==> config.mk <==
export PLATFORM = sky130hd
export DESIGN_NAME = beat_period_meter
export DESIGN_NICKNAME = d
export VERILOG_FILES = /design/src/rtl/bpm_pkg.sv /design/src/rtl/bpm_edge_sync.sv /design/src/rtl/bpm_blanker.sv /design/src/rtl/bpm_span_counter.sv /design/src/rtl/beat_period_meter.sv
export SDC_FILE = /design/constraint.sdc
export NUM_CORES = 1
export LEC_CHECK = 0
export BUFFER_PORTS_ARGS = -buffer_cell sky130_fd_sc_hd__buf_4
export CORE_ASPECT_RATIO = 0.5
export CORE_MARGIN = 5
export CORE_UTILIZATION = 63
export CTS_CLUSTER_SIZE = 25
export DETAILED_ROUTE_END_ITERATION = 16
export GPL_TIMING_DRIVEN = 0
export PLACE_DENSITY = 0.89
export SETUP_SLACK_MARGIN = 0.4
export SLEW_MARGIN = 20
export SYNTH_ARGS = -nofsm -noshare
export SYNTH_HDL_FRONTEND = slang
export SYNTH_SLANG_ARGS = --single-unit
==> constraint.sdc <==
create_clock -name clk -period 3.5 [get_ports clk]
set_clock_uncertainty 0.1 [all_clocks]
set_input_delay 1.05 -clock clk [delete_from_list [all_inputs] [get_ports clk]]
set_output_delay 1.05 -clock clk [all_outputs]
set_load 0.01 [all_outputs]
==> src/rtl/bpm_pkg.sv <==
package bpm_pkg;
  typedef enum logic {
    EDGE_RISE = 1'b0,
    EDGE_FALL = 1'b1
  } edge_kind_t;

  localparam int NUM_KINDS = 2;
endpackage

==> src/rtl/bpm_edge_sync.sv <==
module bpm_edge_sync #(
  parameter int STAGES = 2
) (
  input  logic clk,
  input  logic rst,
  input  logic din,
  output logic rise,
  output logic fall
);
  // pipe[STAGES-1] is the synchronized level, pipe[STAGES] its previous value
  logic [STAGES:0] pipe;

  always_ff @(posedge clk) begin
    if (rst) pipe <= '0;
    else     pipe <= {pipe[STAGES-1:0], din};
  end

  assign rise =  pipe[STAGES-1] & ~pipe[STAGES];
  assign fall = ~pipe[STAGES-1] &  pipe[STAGES];
endmodule

==> src/rtl/bpm_blanker.sv <==
module bpm_blanker #(
  parameter int DB_W = 6
) (
  input  logic            clk,
  input  logic            rst,
  input  logic            rise_in,
  input  logic            fall_in,
  input  logic [DB_W-1:0] blank_len,
  output logic            acc_rise,
  output logic            acc_fall,
  output logic            reject
);
  logic [DB_W-1:0] remain;
  logic            open_win;
  logic            any_edge;

  assign open_win = (remain == '0);
  assign any_edge = rise_in | fall_in;
  assign acc_rise = rise_in & open_win;
  assign acc_fall = fall_in & open_win;
  assign reject   = any_edge & ~open_win;

  always_ff @(posedge clk) begin
    if (rst)                        remain <= '0;
    else if (any_edge && open_win)  remain <= blank_len;
    else if (!open_win)             remain <= remain - 1'b1;
  end


  blank_load_chk: assert property (@(posedge clk) disable iff (rst)
    (acc_rise || acc_fall) |=> (remain == $past(blank_len)));


  blank_gate_chk: assert property (@(posedge clk) disable iff (rst)
    (remain != '0) |=> (remain == $past(remain) - 1'b1) || acc_rise || acc_fall || (remain == '0));
endmodule

==> src/rtl/bpm_span_counter.sv <==
module bpm_span_counter #(
  parameter int CNT_W = 14
) (
  input  logic             clk,
  input  logic             rst,
  input  logic             hit,
  output logic             fire,
  output logic [CNT_W-1:0] span,
  output logic             sat
);
  localparam logic [CNT_W-1:0] MAXV = {CNT_W{1'b1}};

  logic [CNT_W-1:0] cnt;
  logic             armed;

  always_ff @(posedge clk) begin
    if (rst) begin
      cnt   <= '0;
      armed <= 1'b0;
    end else if (hit) begin
      cnt   <= {{(CNT_W-1){1'b0}}, 1'b1};
      armed <= 1'b1;
    end else if (cnt != MAXV) begin
      cnt   <= cnt + 1'b1;
    end
  end

  assign fire = hit & armed;
  assign span = cnt;
  assign sat  = (cnt == MAXV);


  restart_chk: assert property (@(posedge clk) disable iff (rst)
    hit |=> (span == 1));


  first_hit_chk: assert property (@(posedge clk) disable iff (rst)
    (hit && !armed) |=> armed);
endmodule

==> src/rtl/beat_period_meter.sv <==
module beat_period_meter
  import bpm_pkg::*;
#(
  parameter int CNT_W       = 14,
  parameter int DB_W        = 6,
  parameter int SYNC_STAGES = 2
) (
  input  logic             clk,
  input  logic             rst,
  input  logic             beat_in,
  input  logic [DB_W-1:0]  debounce_len,
  output logic [CNT_W-1:0] period_out,
  output logic             sample_valid,
  output logic             sample_is_fall,
  output logic             bounce_flag,
  output logic             overflow_flag
);
  localparam logic [CNT_W-1:0] MAXV = {CNT_W{1'b1}};

  logic             raw_rise, raw_fall;
  logic             ok_rise, ok_fall, rejected;
  logic [NUM_KINDS-1:0] hits, fires, sats;
  logic [CNT_W-1:0] spans [NUM_KINDS];
  edge_kind_t       kind_q;

  bpm_edge_sync #(.STAGES(SYNC_STAGES)) u_sync (
    .clk (clk), .rst (rst), .din (beat_in), .rise (raw_rise), .fall (raw_fall)
  );

  bpm_blanker #(.DB_W(DB_W)) u_blank (
    .clk (clk), .rst (rst), .rise_in (raw_rise), .fall_in (raw_fall),
    .blank_len (debounce_len), .acc_rise (ok_rise), .acc_fall (ok_fall),
    .reject (rejected)
  );

  assign hits[EDGE_RISE] = ok_rise;
  assign hits[EDGE_FALL] = ok_fall;

  for (genvar k = 0; k < NUM_KINDS; k++) begin : g_timer
    bpm_span_counter #(.CNT_W(CNT_W)) u_span (
      .clk (clk), .rst (rst), .hit (hits[k]),
      .fire (fires[k]), .span (spans[k]), .sat (sats[k])
    );
  end

  always_ff @(posedge clk) begin
    if (rst) begin
      period_out    <= '0;
      sample_valid  <= 1'b0;
      kind_q        <= EDGE_RISE;
      bounce_flag   <= 1'b0;
      overflow_flag <= 1'b0;
    end else begin
      sample_valid  <= |fires;
      bounce_flag   <= rejected;
      overflow_flag <= 1'b0;
      if (fires[EDGE_FALL]) begin
        period_out    <= spans[EDGE_FALL];
        kind_q        <= EDGE_FALL;
        overflow_flag <= sats[EDGE_FALL];
      end else if (fires[EDGE_RISE]) begin
        period_out    <= spans[EDGE_RISE];
        kind_q        <= EDGE_RISE;
        overflow_flag <= sats[EDGE_RISE];
      end
    end
  end

  assign sample_is_fall = (kind_q == EDGE_FALL);


  ovf_max_chk: assert property (@(posedge clk) disable iff (rst)
    overflow_flag |-> (sample_valid && period_out == MAXV));


  bounce_excl_chk: assert property (@(posedge clk) disable iff (rst)
    bounce_flag |-> !sample_valid);


  hold_chk: assert property (@(posedge clk) disable iff (rst)
    !sample_valid |-> ($stable(period_out) && $stable(sample_is_fall)));
endmodule

==> results.json, run 1 <==
{
  "antenna_found_initial": 0,
  "final.min_clock_period_ps": 2289,
  "layoutNonFillerInstCount": 418,
  "cts_resized": 0,
  "clkSinkCount": 57,
  "power.density_nw_per_um2": 533.8,
  "die_h_um": 56.24,
  "placed_cells": 402,
  "tightest_slew_ps": 871.7,
  "area_growth_pct": 17.42,
  "final_nets": 374,
  "timing.final.crit_share": 0.6539,
  "synth_seq_cells": 57,
  "die_w_um": 102.5,
  "syn_nets": 338,
  "hold_violations": 0,
  "ys_types": 47,
  "cts_made_buffers": 9,
  "drc": 0,
  "clk_latency_ps": 350,
  "yosys.area.top_type_share": 0.4236,
  "setup_violations": 0,
  "arrival_ps": 2400,
  "power_leakage_nw": 1.137,
  "start_util": 0.6728,
  "endpoint_kind": "register",
  "num_vias": 2692,
  "max_slew_margin": 0.4144,
  "clockBufferDepth": 2,
  "avgSynthCellArea_um2": 8.340,
  "fin_setup_tns_ps": 0,
  "cp_cell_sequence": "inv_1, ha_1, nor4b_2, nand3_1, clkbuf_1, o21ai_0, a21oi_1",
  "cts_tree": "yes",
  "port_buffers": 25,
  "overflow": 0,
  "post_cts_buffers": 0,
  "synth_top_area_cell": "dfxtp_1",
  "grt_pass1_vias": 2532,
  "drv_slew": 0,
  "synth_seq_area_share": 0.4236,
  "gp_congestion": 0.8738,
  "hpwlAfterDp_um": 4959,
  "synth_edf_count": 0,
  "hold_path_class": "register to register",
  "layout-drive-gt1-share": 0.1484,
  "io_pins": 27,
  "track_usage": 0.2634,
  "postRouteAntennaNets": 0,
  "synth_async_sr_flop_share": 0,
  "max_freq_ghz": 0.4370,
  "cp_slowest_cell": "nor4b_2",
  "synth_area_leaders": "dfxtp_1 42%, nand2_1 6.4%, a21oi_1 5.4%",
  "antennaDiodeCount": 0,
  "syn-cell-area_um2": 2694,
  "slowest_delay_ps": 460,
  "synth_cells": 323,
  "synth_warnings": 0,
  "wl_per_cell_um": 16.90,
  "cts.reportedPaths.clkPinSlew_ps": 60,
  "core_area_um2": 4004,
  "grt_pass1_wl_um": 11850,
  "crit_type": "register to register",
  "cp-start-kind": "register",
  "peakVddDrop_v": 0.0003487,
  "routed_wl_um": 7066,
  "drt_iter0_drc": 163,
  "final_common_cell": "dfxtp_1",
  "worstPathMaxFanout": 10,
  "htreeDepth": 3,
  "layout_common_cells": "57 x dfxtp_1, 46 x nand2_1, 29 x a21oi_1",
  "post-route-util": 0.7900,
  "rsz0062_at_grt": "false",
  "grt_max_degree": 11,
  "outcome": "completed",
  "drt-vias-per-instance": 6.440,
  "drtPass1Iterations": 5,
  "cts-root-buf": "clkbuf_8",
  "num_rows": 16,
  "maxCapViolations": 0,
  "synth_flop_cell": "dfxtp_1",
  "dieArea_um2": 5763,
  "worst_ep_required_time_ps": 3610,
  "hold_buffers": 0
}
-- cell usage after synthesis, types with 7 or more instances --
master and instances:
dfxtp_1 57, nand2_1 46, a21oi_1 29, nor2_1 27
nand3_1 17, a311oi_1 14, clkbuf_1 12, inv_1 11
nor3_1 10, o21ai_0 9, a211oi_1 7
-- logic make-up after synthesis --
family,share of synthesized area
simple gates,0.2620
compound gates,0.2081
flops,0.4236
buf+inv,0.05202
xor+xnor,0.02276
fa+ha+maj,0.02787
mux,0.003716
-- critical path: cells and delay by family (launching register included) --
family | cells | cell delay (ps)
buffers and inverters | 2 | 380
AO/OA/AOI/OAI | 2 | 370
flip-flops | 1 | 320
AND/OR/NAND/NOR | 2 | 840
adder cells (fa/ha/maj) | 1 | 140
-- path summary, 6_finish.rpt --
path / end / cells past startpoint / from / slack, ps
max: sample_is_fall$_SDFFE_PP0P_ / 7 / u_sync.pipe[2]$_SDFF_PP0_ / 1210
min: u_sync.pipe[1]$_SDFF_PP0_ / 1 / u_sync.pipe[0]$_SDFF_PP0_ / 360
max reg2reg: sample_is_fall$_SDFFE_PP0P_ / 7 / u_sync.pipe[2]$_SDFF_PP0_ / 1210
min reg2reg: u_sync.pipe[1]$_SDFF_PP0_ / 1 / u_sync.pipe[0]$_SDFF_PP0_ / 360
-- registers in the layout (all words and copies together) (netlist names) --
signal                cells
g_timer.u_span.span      28
period_out               14
u_blank.remain            6
u_sync.pipe               3
g_timer.u_span.armed      2
bounce_flag               1
overflow_flag             1
sample_is_fall            1
sample_valid              1
-- stage by stage --
stage                     power [mW]  hold WS, ps  area (um^2)  setup WS [ps]
after floorplan               0.9712        313.8         2694           1457
after global placement         1.024        319.0         2949           1400
after detailed placement       1.044        349.8         2949           1300
after CTS                      1.685        357.8         3157           1256
after global routing           1.762        382.4         3163           1035
final                          1.688        356.8         3163           1211
-- routing by layer --
metal  vias up  global-route usage  routed length [um]
li1       1266                   -                   -
met1      1274              0.3405                2937
met2       132              0.4018                3302
met3        20             0.09136                 701
met4         0              0.1009                 125
met5         -                   0                   0
-- where the power goes --
group | switching, mW | total (mW) | internal, mW
Sequential | 0.0498 | 0.741 | 0.691
Combinational | 0.178 | 0.306 | 0.128
Clock | 0.255 | 0.641 | 0.386
-- final cells by class --
class / count / area [um^2]
Clock buffer: 14 / 172.7
Sequential cell: 57 / 1141
Buffer: 19 / 98.84
Tap cell: 54 / 67.56
Fill cell: 280 / 840.8
Inverter: 11 / 41.29
Clock inverter: 2 / 35.03
Multi-Input combinational cell: 236 / 1419
Timing Repair Buffer: 25 / 187.7
(Power assumes the default switching activity.)
==> inputs of run 2 (changes only) <==
- ABC_AREA: not set -> 1
- CORE_UTILIZATION: 63 -> 53
- PLACE_DENSITY: 0.89 -> 0.8
- clock period: 3.5 -> 1.9 ns (I/O delays scaled with it)
==> run 2 against run 1 <==
Core utilization decreased by 4.5 points; die area increased by 25%; global-route usage decreased by 3.6 points; hold slack got worse by 43 ps; combinational power rose to 3.2 times the previous value; fmax increased by 42%; non-clock buffer count increased by 27; setup slack worse by 920 ps; sequential cell count unchanged.
==> results.json, run 2 <==
{
  "outcome": "completed",
  "layoutNonFillerInstCount": 566,
  "num_rows": 19,
  "largest_reg_flops": 28,
  "synth_seq_cells": 57,
  "synthSimpleGateAreaFrac": 0.3776,
  "final_common_cell": "nand2_1",
  "antennaDiodeCount": 0,
  "switchingPower_mw": 1.124,
  "antenna_found_initial": 0,
  "tightest_slew_ps": 535.0,
  "htreeDepth": 3,
  "synth_seq_area_share": 0.3891,
  "drt-vias-per-instance": 5.428,
  "die_h_um": 62.60,
  "total_power_mw": 3.465,
  "final.min_clock_period_ps": 1610,
  "max_slew_margin": 0.6433,
  "post-route-util": 0.7454,
  "grt_max_degree": 11,
  "synth_async_sr_flop_share": 0,
  "hpwlAfterDp_um": 5050,
  "synth_top_area_cell": "dfxtp_1",
  "hold-worst-slack_ps": 313.3,
  "final_nets": 503,
  "avgSynthCellArea_um2": 7.000,
  "cts_tree": "yes",
  "synth_top_family_by_area": "simple AND/OR/NAND/NOR gates",
  "die_w_um": 115.2,
  "cts-root-buf": "clkbuf_8",
  "layout_common_cells": "91 x nand2_1, 50 x buf_4, 44 x inv_1",
  "register_area_um2": 1187,
  "power_leakage_nw": 1.663,
  "grt_pass1_vias": 2757,
  "track_usage": 0.2270,
  "dieArea_um2": 7212,
  "cts_made_buffers": 9,
  "nFillCells": 378,
  "syn_nets": 434,
  "synth_area_leaders": "dfxtp_1 39%, nand2_1 15%, inv_1 6.3%",
  "rsz0062_at_grt": "true",
  "drv_slew": 0,
  "endpoint_kind": "register",
  "start_util": 0.5411,
  "synth-adder-area-share": 0.02560,
  "arrival_ps": 1780,
  "overflow": 0,
  "synth_cells": 419,
  "placed_cells": 518,
  "peakVddDrop_v": 0.0006414,
  "synth_warnings": 0,
  "power.density_nw_per_um2": 857.7,
  "combPwrFrac": 0.282,
  "p_clk_frac": 0.327,
  "maxCapViolations": 0,
  "area_growth_pct": 37.76,
  "setup_violations": 0,
  "io_pins": 27,
  "layout-drive-gt1-share": 0.4057,
  "ys_types": 28,
  "wl_per_cell_um": 14.65,
  "cts.reportedPaths.clkPinSlew_ps": 60,
  "syn-cell-area_um2": 2933,
  "muxShareOfSynthArea": 0,
  "port_buffers": 26,
  "crit_type": "register to register",
  "synth_flop_cell": "dfxtp_1",
  "switching_share": 0.3245,
  "max_freq_ghz": 0.6213,
  "postRouteAntennaNets": 0,
  "clockBufferDepth": 2,
  "num_vias": 3072,
  "core_area_um2": 5420,
  "synth_commonest_cells": "119 x nand2_1, 57 x dfxtp_1, 49 x inv_1",
  "hold_violations": 0,
  "p_int_mw": 2.341,
  "worst_ep_required_time_ps": 2070,
  "multiInputGateArea_um2": 1782,
  "synth_compound_area_frac": 0.09642,
  "routed_wl_um": 8293,
  "hold_path_class": "register to register",
  "p_seq_frac": 0.391,
  "synth_edf_count": 0,
  "gp_congestion": 0.8900,
  "yosys.area.top_type_share": 0.3891,
  "cp-start-kind": "register",
  "timing.final.crit_share": 0.8471,
  "clk_latency_ps": 350,
  "grt_pass1_wl_um": 13010,
  "drt_iter0_drc": 183,
  "fin_setup_tns_ps": 0,
  "synth_xor_area_frac": 0.01792,
  "worstPathMaxFanout": 5,
  "drtPass1Iterations": 5,
  "drc": 0,
  "clkSinkCount": 57,
  "yosysMostFrequentCell": "nand2_1"
}
## run 2: cell count changes after synthesis, sizes merged, moves of 7 or more
cell,before,now
a211oi,7,0
a311oi,14,0
a31oi,2,14
clkbuf,13,6
inv,11,52
nand2,46,123
nand3,17,38
nand4,4,20
or2,0,10
or4,7,0
## run 2: cells by family after synthesis
logic type	Yosys count
adder cells (fa/ha/maj)	6
buffers and inverters	66
AND/OR/NAND/NOR	232
AO/OA/AOI/OAI	52
XOR/XNOR	6
flip-flops	57
## run 2: stage by stage
stage               setup slack, ps  instance area (um^2)
finish                        290.5                  4040
global route                  226.0                  4040
CTS                           350.0                  3767
detailed placement           -24.31                  3243
global placement             -10.95                  3243
floorplan                     379.4                  2957
## run 2: cell type report
class,count,area share
inverters,53,0.05172
plain buffers,13,0.02478
clock inverters,6,0.01425
flip-flops and latches,57,0.2939
clock buffers,10,0.03407
well taps,73,0.02261
repair buffers,58,0.1177
multi-input cells,296,0.4410
## run 2: routing by layer
layer	up-vias	GRT usage	wire length (um)
li1	1511	-	-
met5	-	0	0
met1	1424	0.2956	3608
met2	112	0.3537	3845
met3	25	0.07930	625
met4	0	0.06735	213
## run 2: critical path, cell delays in order (launching register included)
cell	delay, ps
dfxtp_2	330
inv_2	80
ha_4	170
nand3_4	110
nor2_4	200
nand2_4	120
nand2_4	110
buf_6	130
nand2_1	60
a21oi_1	120
## run 2: power by group through the flow
stage                     Clock [mW]  Combinational, mW  Sequential, mW
after floorplan                    0              0.594            1.35
after global placement             0              0.704            1.36
after detailed placement           0              0.726            1.37
after CTS                       1.13              0.893            1.35
after global routing            1.20               1.07            1.36
final                           1.13              0.977            1.35
## run 2: timing repair
| item | in CTS | in global routing |
|---|---|---|
| hold buffers | 0 | 0 |
| gates cloned | 3 | 0 |
| pin swaps | 17 | 34 |
| setup buffers | 21 | 8 |
| setup endpoints to repair | 49 | 61 |
| resized for setup | 47 | 78 |
| endpoints found under the hold margin | 0 | 0 |
## run 2: final timing paths
path | from | endpoint | slack, ps | cells after the start
worst max register to register | u_blank.remain[1]$_SDFFE_PP0P_ | period_out[9]$_SDFFE_PP0P_ | 290 | 9
worst min-delay path | u_sync.pipe[0]$_SDFF_PP0_ | u_sync.pipe[1]$_SDFF_PP0_ | 310 | 2
worst min register to register | u_sync.pipe[0]$_SDFF_PP0_ | u_sync.pipe[1]$_SDFF_PP0_ | 310 | 2
worst max-delay path | u_blank.remain[1]$_SDFFE_PP0P_ | period_out[9]$_SDFFE_PP0P_ | 290 | 9
